$ cat src/rtl/pwr_state_pkg.sv
package pwr_state_pkg;
  localparam int NUM_ST = 8;
  localparam int ST_POR = 0;
  localparam int ST_MAN = 1;
  localparam int ST_EXC = 2;
  localparam int ST_RUN = 3;
  localparam int ST_BUS = 4;
  localparam int ST_SLP = 5;
  localparam int ST_STB = 6;
  localparam int ST_HWS = 7;

  typedef struct packed {
    logic [NUM_ST-1:0] nextState;
    logic              setPriv;
    logic              clrPriv;
  } ctrl_strobe_t;
endpackage

$ cat src/rtl/pin_sync.sv
module pin_sync #(
  parameter int STAGES = 2
) (
  input  logic clk,
  input  logic pinN,
  output logic syncN
);
  logic [STAGES-1:0] chain;

  always_ff @(posedge clk or negedge pinN) begin
    if (!pinN) chain <= '0;
    else       chain <= {chain[STAGES-2:0], 1'b1};
  end

  assign syncN = chain[STAGES-1];
endmodule

$ cat src/rtl/pwr_state_fsm.sv
module pwr_state_fsm
  import pwr_state_pkg::*;
(
  input  logic         clk,
  input  logic         porSyncN,
  input  logic         manSyncN,
  input  logic         hwSyncN,
  input  logic         sleepStrobe,
  input  logic         stbySel,
  input  logic         irqPend,
  input  logic         excRaise,
  input  logic         excDone,
  input  logic         busReq,
  output ctrl_strobe_t strobe
);
  logic [NUM_ST-1:0] stateQ;
  logic [NUM_ST-1:0] nxt;

  always_comb begin
    nxt = '0;
    if (!hwSyncN) begin
      nxt[ST_HWS] = 1'b1;
    end else if (stateQ[ST_HWS]) begin
      if (!porSyncN) nxt[ST_POR] = 1'b1;
      else           nxt[ST_HWS] = 1'b1;
    end else if (!porSyncN) begin
      nxt[ST_POR] = 1'b1;
    end else if (!manSyncN) begin
      nxt[ST_MAN] = 1'b1;
    end else if (stateQ[ST_POR] || stateQ[ST_MAN]) begin
      nxt[ST_EXC] = 1'b1;
    end else if (stateQ[ST_EXC]) begin
      if (excDone) nxt[ST_RUN] = 1'b1;
      else         nxt[ST_EXC] = 1'b1;
    end else if (stateQ[ST_RUN]) begin
      if (irqPend || excRaise) nxt[ST_EXC] = 1'b1;
      else if (sleepStrobe) begin
        if (stbySel) nxt[ST_STB] = 1'b1;
        else         nxt[ST_SLP] = 1'b1;
      end
      else if (busReq) nxt[ST_BUS] = 1'b1;
      else             nxt[ST_RUN] = 1'b1;
    end else if (stateQ[ST_BUS]) begin
      if (busReq) nxt[ST_BUS] = 1'b1;
      else        nxt[ST_RUN] = 1'b1;
    end else if (stateQ[ST_SLP]) begin
      if (irqPend) nxt[ST_EXC] = 1'b1;
      else         nxt[ST_SLP] = 1'b1;
    end else if (stateQ[ST_STB]) begin
      if (irqPend) nxt[ST_EXC] = 1'b1;
      else         nxt[ST_STB] = 1'b1;
    end else begin
      nxt[ST_POR] = 1'b1;
    end
  end

  always_ff @(posedge clk) begin
    stateQ <= nxt;
  end

  always_comb begin
    strobe.nextState = nxt;
    strobe.setPriv   = nxt[ST_POR] | nxt[ST_MAN] | nxt[ST_EXC];
    strobe.clrPriv   = stateQ[ST_EXC] & nxt[ST_RUN];
  end
endmodule

$ cat src/rtl/pwr_state_outreg.sv
module pwr_state_outreg
  import pwr_state_pkg::*;
(
  input  logic              clk,
  input  logic              hwStbyN,
  input  ctrl_strobe_t      strobe,
  output logic [NUM_ST-1:0] stateOneHot,
  output logic              coreClkEn,
  output logic              busGrant,
  output logic              privMode
);
  logic [NUM_ST-1:0] stateR;
  logic clkEnR;
  logic grantR;
  logic privR;

  always_ff @(posedge clk) begin
    stateR <= strobe.nextState;
    clkEnR <= ~(strobe.nextState[ST_SLP] | strobe.nextState[ST_STB] |
                strobe.nextState[ST_HWS]);
    grantR <= strobe.nextState[ST_BUS];
    if (strobe.setPriv)      privR <= 1'b1;
    else if (strobe.clrPriv) privR <= 1'b0;
  end

  assign stateOneHot = stateR;
  assign coreClkEn   = clkEnR & hwStbyN;
  assign busGrant    = grantR & hwStbyN;
  assign privMode    = privR;
endmodule

$ cat src/rtl/pwr_state_ctrl.sv
module pwr_state_ctrl
  import pwr_state_pkg::*;
#(
  parameter int SYNC_STAGES = 2
) (
  input  logic              clk,
  input  logic              porRstN,
  input  logic              manRstN,
  input  logic              hwStbyN,
  input  logic              sleepStrobe,
  input  logic              stbySel,
  input  logic              irqPend,
  input  logic              excRaise,
  input  logic              excDone,
  input  logic              busReq,
  output logic [NUM_ST-1:0] stateOneHot,
  output logic              coreClkEn,
  output logic              busGrant,
  output logic              privMode
);
  localparam int NUM_PINS = 3;

  logic [NUM_PINS-1:0] pinVec;
  logic [NUM_PINS-1:0] syncVec;
  ctrl_strobe_t strobe;

  assign pinVec = {hwStbyN, manRstN, porRstN};

  for (genvar i = 0; i < NUM_PINS; i++) begin : g_sync
    pin_sync #(.STAGES(SYNC_STAGES)) uSync (
      .clk  (clk),
      .pinN (pinVec[i]),
      .syncN(syncVec[i])
    );
  end

  pwr_state_fsm uFsm (
    .clk        (clk),
    .porSyncN   (syncVec[0]),
    .manSyncN   (syncVec[1]),
    .hwSyncN    (syncVec[2]),
    .sleepStrobe(sleepStrobe),
    .stbySel    (stbySel),
    .irqPend    (irqPend),
    .excRaise   (excRaise),
    .excDone    (excDone),
    .busReq     (busReq),
    .strobe     (strobe)
  );

  pwr_state_outreg uOut (
    .clk        (clk),
    .hwStbyN    (hwStbyN),
    .strobe     (strobe),
    .stateOneHot(stateOneHot),
    .coreClkEn  (coreClkEn),
    .busGrant   (busGrant),
    .privMode   (privMode)
  );
endmodule

$ cat config.mk
export PLATFORM = sky130hd
export DESIGN_NAME = pwr_state_ctrl
export DESIGN_NICKNAME = d
export VERILOG_FILES = /design/src/rtl/pwr_state_pkg.sv /design/src/rtl/pin_sync.sv /design/src/rtl/pwr_state_fsm.sv /design/src/rtl/pwr_state_outreg.sv /design/src/rtl/pwr_state_ctrl.sv
export SDC_FILE = /design/constraint.sdc
export NUM_CORES = 1
export LEC_CHECK = 0
export BUFFER_PORTS_ARGS = -buffer_cell sky130_fd_sc_hd__buf_4
export CORE_UTILIZATION = 54
export DETAILED_ROUTE_END_ITERATION = 8
export PLACE_DENSITY_LB_ADDON = 0.2
export SETUP_SLACK_MARGIN = 0.4
export SLEW_MARGIN = 20
export SYNTH_ARGS = -nofsm -noshare
export SYNTH_HDL_FRONTEND = slang
export SYNTH_HIERARCHICAL = 1
export SYNTH_SLANG_ARGS = --single-unit
$ cat constraint.sdc
create_clock -name clk -period 3.5 [get_ports clk]
set_input_delay 0.7 -clock clk [delete_from_list [all_inputs] [get_ports clk]]
set_output_delay 0.7 -clock clk [all_outputs]
set_load 0.005 [all_outputs]
==> out/qor_table.md <==
| Item | This run | Unit |
| --- | --- | --- |
| Outcome | finished clean | - |
| Register Area | 510 | µm² |
| Signed area change from the synthesized netlist to the final layout | 23.0 | % |
| Top_reg_cell synth | dfxtp_1 | - |
| Clock latency at the later pin of the worst-skew pair | 0.30 | ns |
| Worst path required time | 2.80 | ns |
| Die X | 41.4 | µm |
| Setup TNS | 0 | ns |
| Total gr overflow | 0 | - |
| Number of nets in the final layout | 108 | - |
| Largest area contributor in the netlist | dfxtp_1 | - |
| Skew final | 0.00338 | ns |
| Detailed-route DRC error count | 0 | - |
| Average routed wire per standard cell | 12.3 | µm |
| Max-capacitance violation count | 0 | - |
| Number of placed cells counting well taps | 108 | - |
| Setup slack of the most critical reg-to-reg path | 1.94 | ns |
| Internal cell power | 0.361 | mW |
| Sequential group share of total power | 0.633 | - |
| Gate count of the mapped netlist | 75 | - |
| Commonest cells in the netlist | 18 x dfxtp_1, 6 x dfrtp_1, 6 x nor2_1, 5 x nand2_1 | - |
| Final critical path time including I/O delays and setup | 1.79 | ns |
| Longest Clk Path Bufs | 2 | - |
| Synth warn | 6 | - |
| Fillers | 100 | - |
| Worst min path class | in -> async | - |
| Count of endpoints failing hold in the final timing report | 0 | - |
| Yosys top cell area share | 0.430 | - |
| Pins over their slew limit | 0 | - |
| Ratio of routed vias to standard cells | 5.25 | - |
| Area occupied by multi-input gates | 304 | µm² |
| Ant diodes | 0 | - |
| Routed WL | 1380 | µm |
| Number of routed nets with antenna violations | 0 | - |
| Fraction of layout instances using a drive strength above 1 | 0.309 | - |
| DIE HEIGHT | 41.4 | µm |
| Clock transition at the register clock pins on the worst setup and hold paths after CTS | 0.12 | ns |
| Class of the most critical setup path | in -> out | - |
| Resize count post-CTS | 0 | - |
| Cts hold-fix bufs | 0 | - |
| Num CTS Buffers | 3 | - |
| Most instantiated library cell after synthesis | dfxtp_1 | - |
| Crit end category | output pin | - |
| Area of the die | 1710 | µm² |
| Maximum level of the CTS H-tree | 1 | - |
| Initial detailed-routing violation count | 20 | - |
| Power Dens Cells | 441 | nW/µm² |
| Clock network fraction of design power | 0.304 | - |
| TritonCTS clock tree | yes | - |
| Number of global-route vias before repair | 545 | - |
| Async set or reset register ratio after synthesis | 0.250 | - |
| Site row count | 13 | - |
| Crit path arrival time | 1.09 | ns |
| Tot GR Track Use | 0.167 | - |
| Number of different library cells in the post-synthesis netlist | 32 | - |
| Final design area excluding fillers | 1030 | µm² |
| HPWL after detailed placement | 1030 | µm |
| Largest driver fanout on the critical path | 4 | - |
| Placer's final routability congestion estimate | 0.748 | - |
| Net Sw Frac | 0.205 | - |
| Clock sinks | 24 | - |
| Total power | 0.455 | mW |
| Register bit total from synthesis | 24 | - |
| Peak supply drop | 0.000294 | V |
| Antenna violations before repair | 0 | - |
| Port Buffers | 20 | - |
| Area after DPL | 995 | µm² |
| Net count of the mapped netlist | 85 | - |
| Avg Inst Size Synth | 11.2 | µm² |
| Number of enable-type register cells in the synthesized netlist | 0 | - |
| Global-route wire length before repair | 2250 | µm |
| DR pass1 iterations | 4 | - |
| Core Region | 1370 | µm² |
| Static leakage | 0.453 | nW |
| Part of the total power dissipated in combinational logic | 0.063 | - |
| Total via count in the routed design | 588 | - |
| Worst Setup Start Kind | input pin | - |
| Buffer cell driving the clock tree root | clkbuf_4 | - |
| Final core occ | 0.755 | - |
| Proportion of synthesized chip area in sequential cells | 0.609 | - |
| Mapped Area | 838 | µm² |
| Initial cell density of the core | 0.614 | - |
| Synth top area cells | dfxtp_1 43%, dfrtp_1 18%, a211oi_2 3.0% | - |
| Non-filler instance count after layout | 112 | - |
| I/O pin count | 21 | - |
| Count of final setup violators | 0 | - |
| Maximum number of pins on one net before global-route repair | 14 | - |
| RSZ-0062 raised after global routing | false | - |
| Highest clock frequency the design can meet | 559 | MHz |
| Post-CTS Setup Repair Bufs | 0 | - |
| Net switching power | 0.0933 | mW |
| Share of the clock period used by the worst path after layout | 0.511 | - |
## worst max-delay path: stages
cell and delay [ns]:
buf_4 0.12, and2_1 0.13, buf_4 0.13
## power groups by stage
stage / sequential [mW] / clock [mW] / combinational, mW
CTS: 0.288 / 0.142 / 0.0287
detailed placement: 0.294 / 0 / 0.0284
finish: 0.288 / 0.138 / 0.0285
global route: 0.289 / 0.153 / 0.0311
global placement: 0.293 / 0 / 0.0271
floorplan: 0.293 / 0 / 0.0118
## layer usage
metal	GRT usage	wire (µm)	up-vias
li1	-	-	301
met3	0.0261	48	2
met4	0.0774	6	0
met5	0	0	-
met1	0.220	665	274
met2	0.269	661	11
## final timing paths
path	start	endpoint	cells past startpoint
min in group clk	g_sync[0].uSync/chain[0]	g_sync[0].uSync/chain[1]	0
max	hwStbyN	coreClkEn	3
min	manRstN	g_sync[1].uSync/chain[0]	1
max in group asynchronous	hwStbyN	g_sync[2].uSync/chain[0]	1
max reg2reg	g_sync[1].uSync/chain[1]	uOut/clkEnR	4
min reg2reg	g_sync[0].uSync/chain[0]	g_sync[0].uSync/chain[1]	0
## flip-flops by register name (all words and copies together) (netlist names)
| name | cells |
|---|---|
| uOut/stateOneHot | 8 |
| uOut/clkEnR | 1 |
| uFsm/stateQ | 8 |
| g_sync.uSync/chain | 6 |
| uOut/privMode | 1 |
## final cells by class
class | count | area share
Sequential cell | 24 | 0.495
Multi-Input combinational cell | 46 | 0.295
Timing Repair Buffer | 20 | 0.146
Clock buffer | 4 | 0.0352
Tap cell | 15 | 0.0182
Inverter | 3 | 0.0109
## through the flow
| step | worst slack, ns | hold WS [ns] |
|---|---|---|
| after global routing | 1.69 | 0.126 |
| after global placement | 1.72 | 0.334 |
| final | 1.71 | 0.154 |
| after CTS | 1.70 | 0.143 |
| after detailed placement | 1.68 | 0.339 |
| after floorplan | 1.95 | 0.331 |
## cells in the final DEF (no fill, tap or decap), drive strengths merged
master / synthesis / layout
and2: 3 / 3
inv: 3 / 3
dfxtp: 18 / 18
a211o: 1 / 1
dfrtp: 6 / 6
nand3: 2 / 2
nor3b: 1 / 1
nand2b: 1 / 1
o21ai: 1 / 1
nor4: 1 / 1
and4: 1 / 1
nand3b: 1 / 1
a21o: 1 / 1
nor2b: 2 / 2
nand4b: 1 / 1
a21oi: 2 / 2
o22ai: 1 / 1
conb: 3 / 3
nor4b: 1 / 1
nand4: 1 / 1
buf: 2 / 20
clkbuf: 0 / 4
o21bai: 1 / 1
o2111a: 1 / 1
and3: 1 / 1
nand2: 5 / 5
o311a: 1 / 1
a211oi: 4 / 4
nor2: 6 / 6
nor3: 3 / 3
## kinds of logic after synthesis
family,synth area share
buffers and inverters,0.0284
AO/OA/AOI/OAI,0.127
other,0.0134
AND/OR/NAND/NOR,0.222
flip-flops,0.609
No activity file was read; power rests on OpenSTA's default activity.
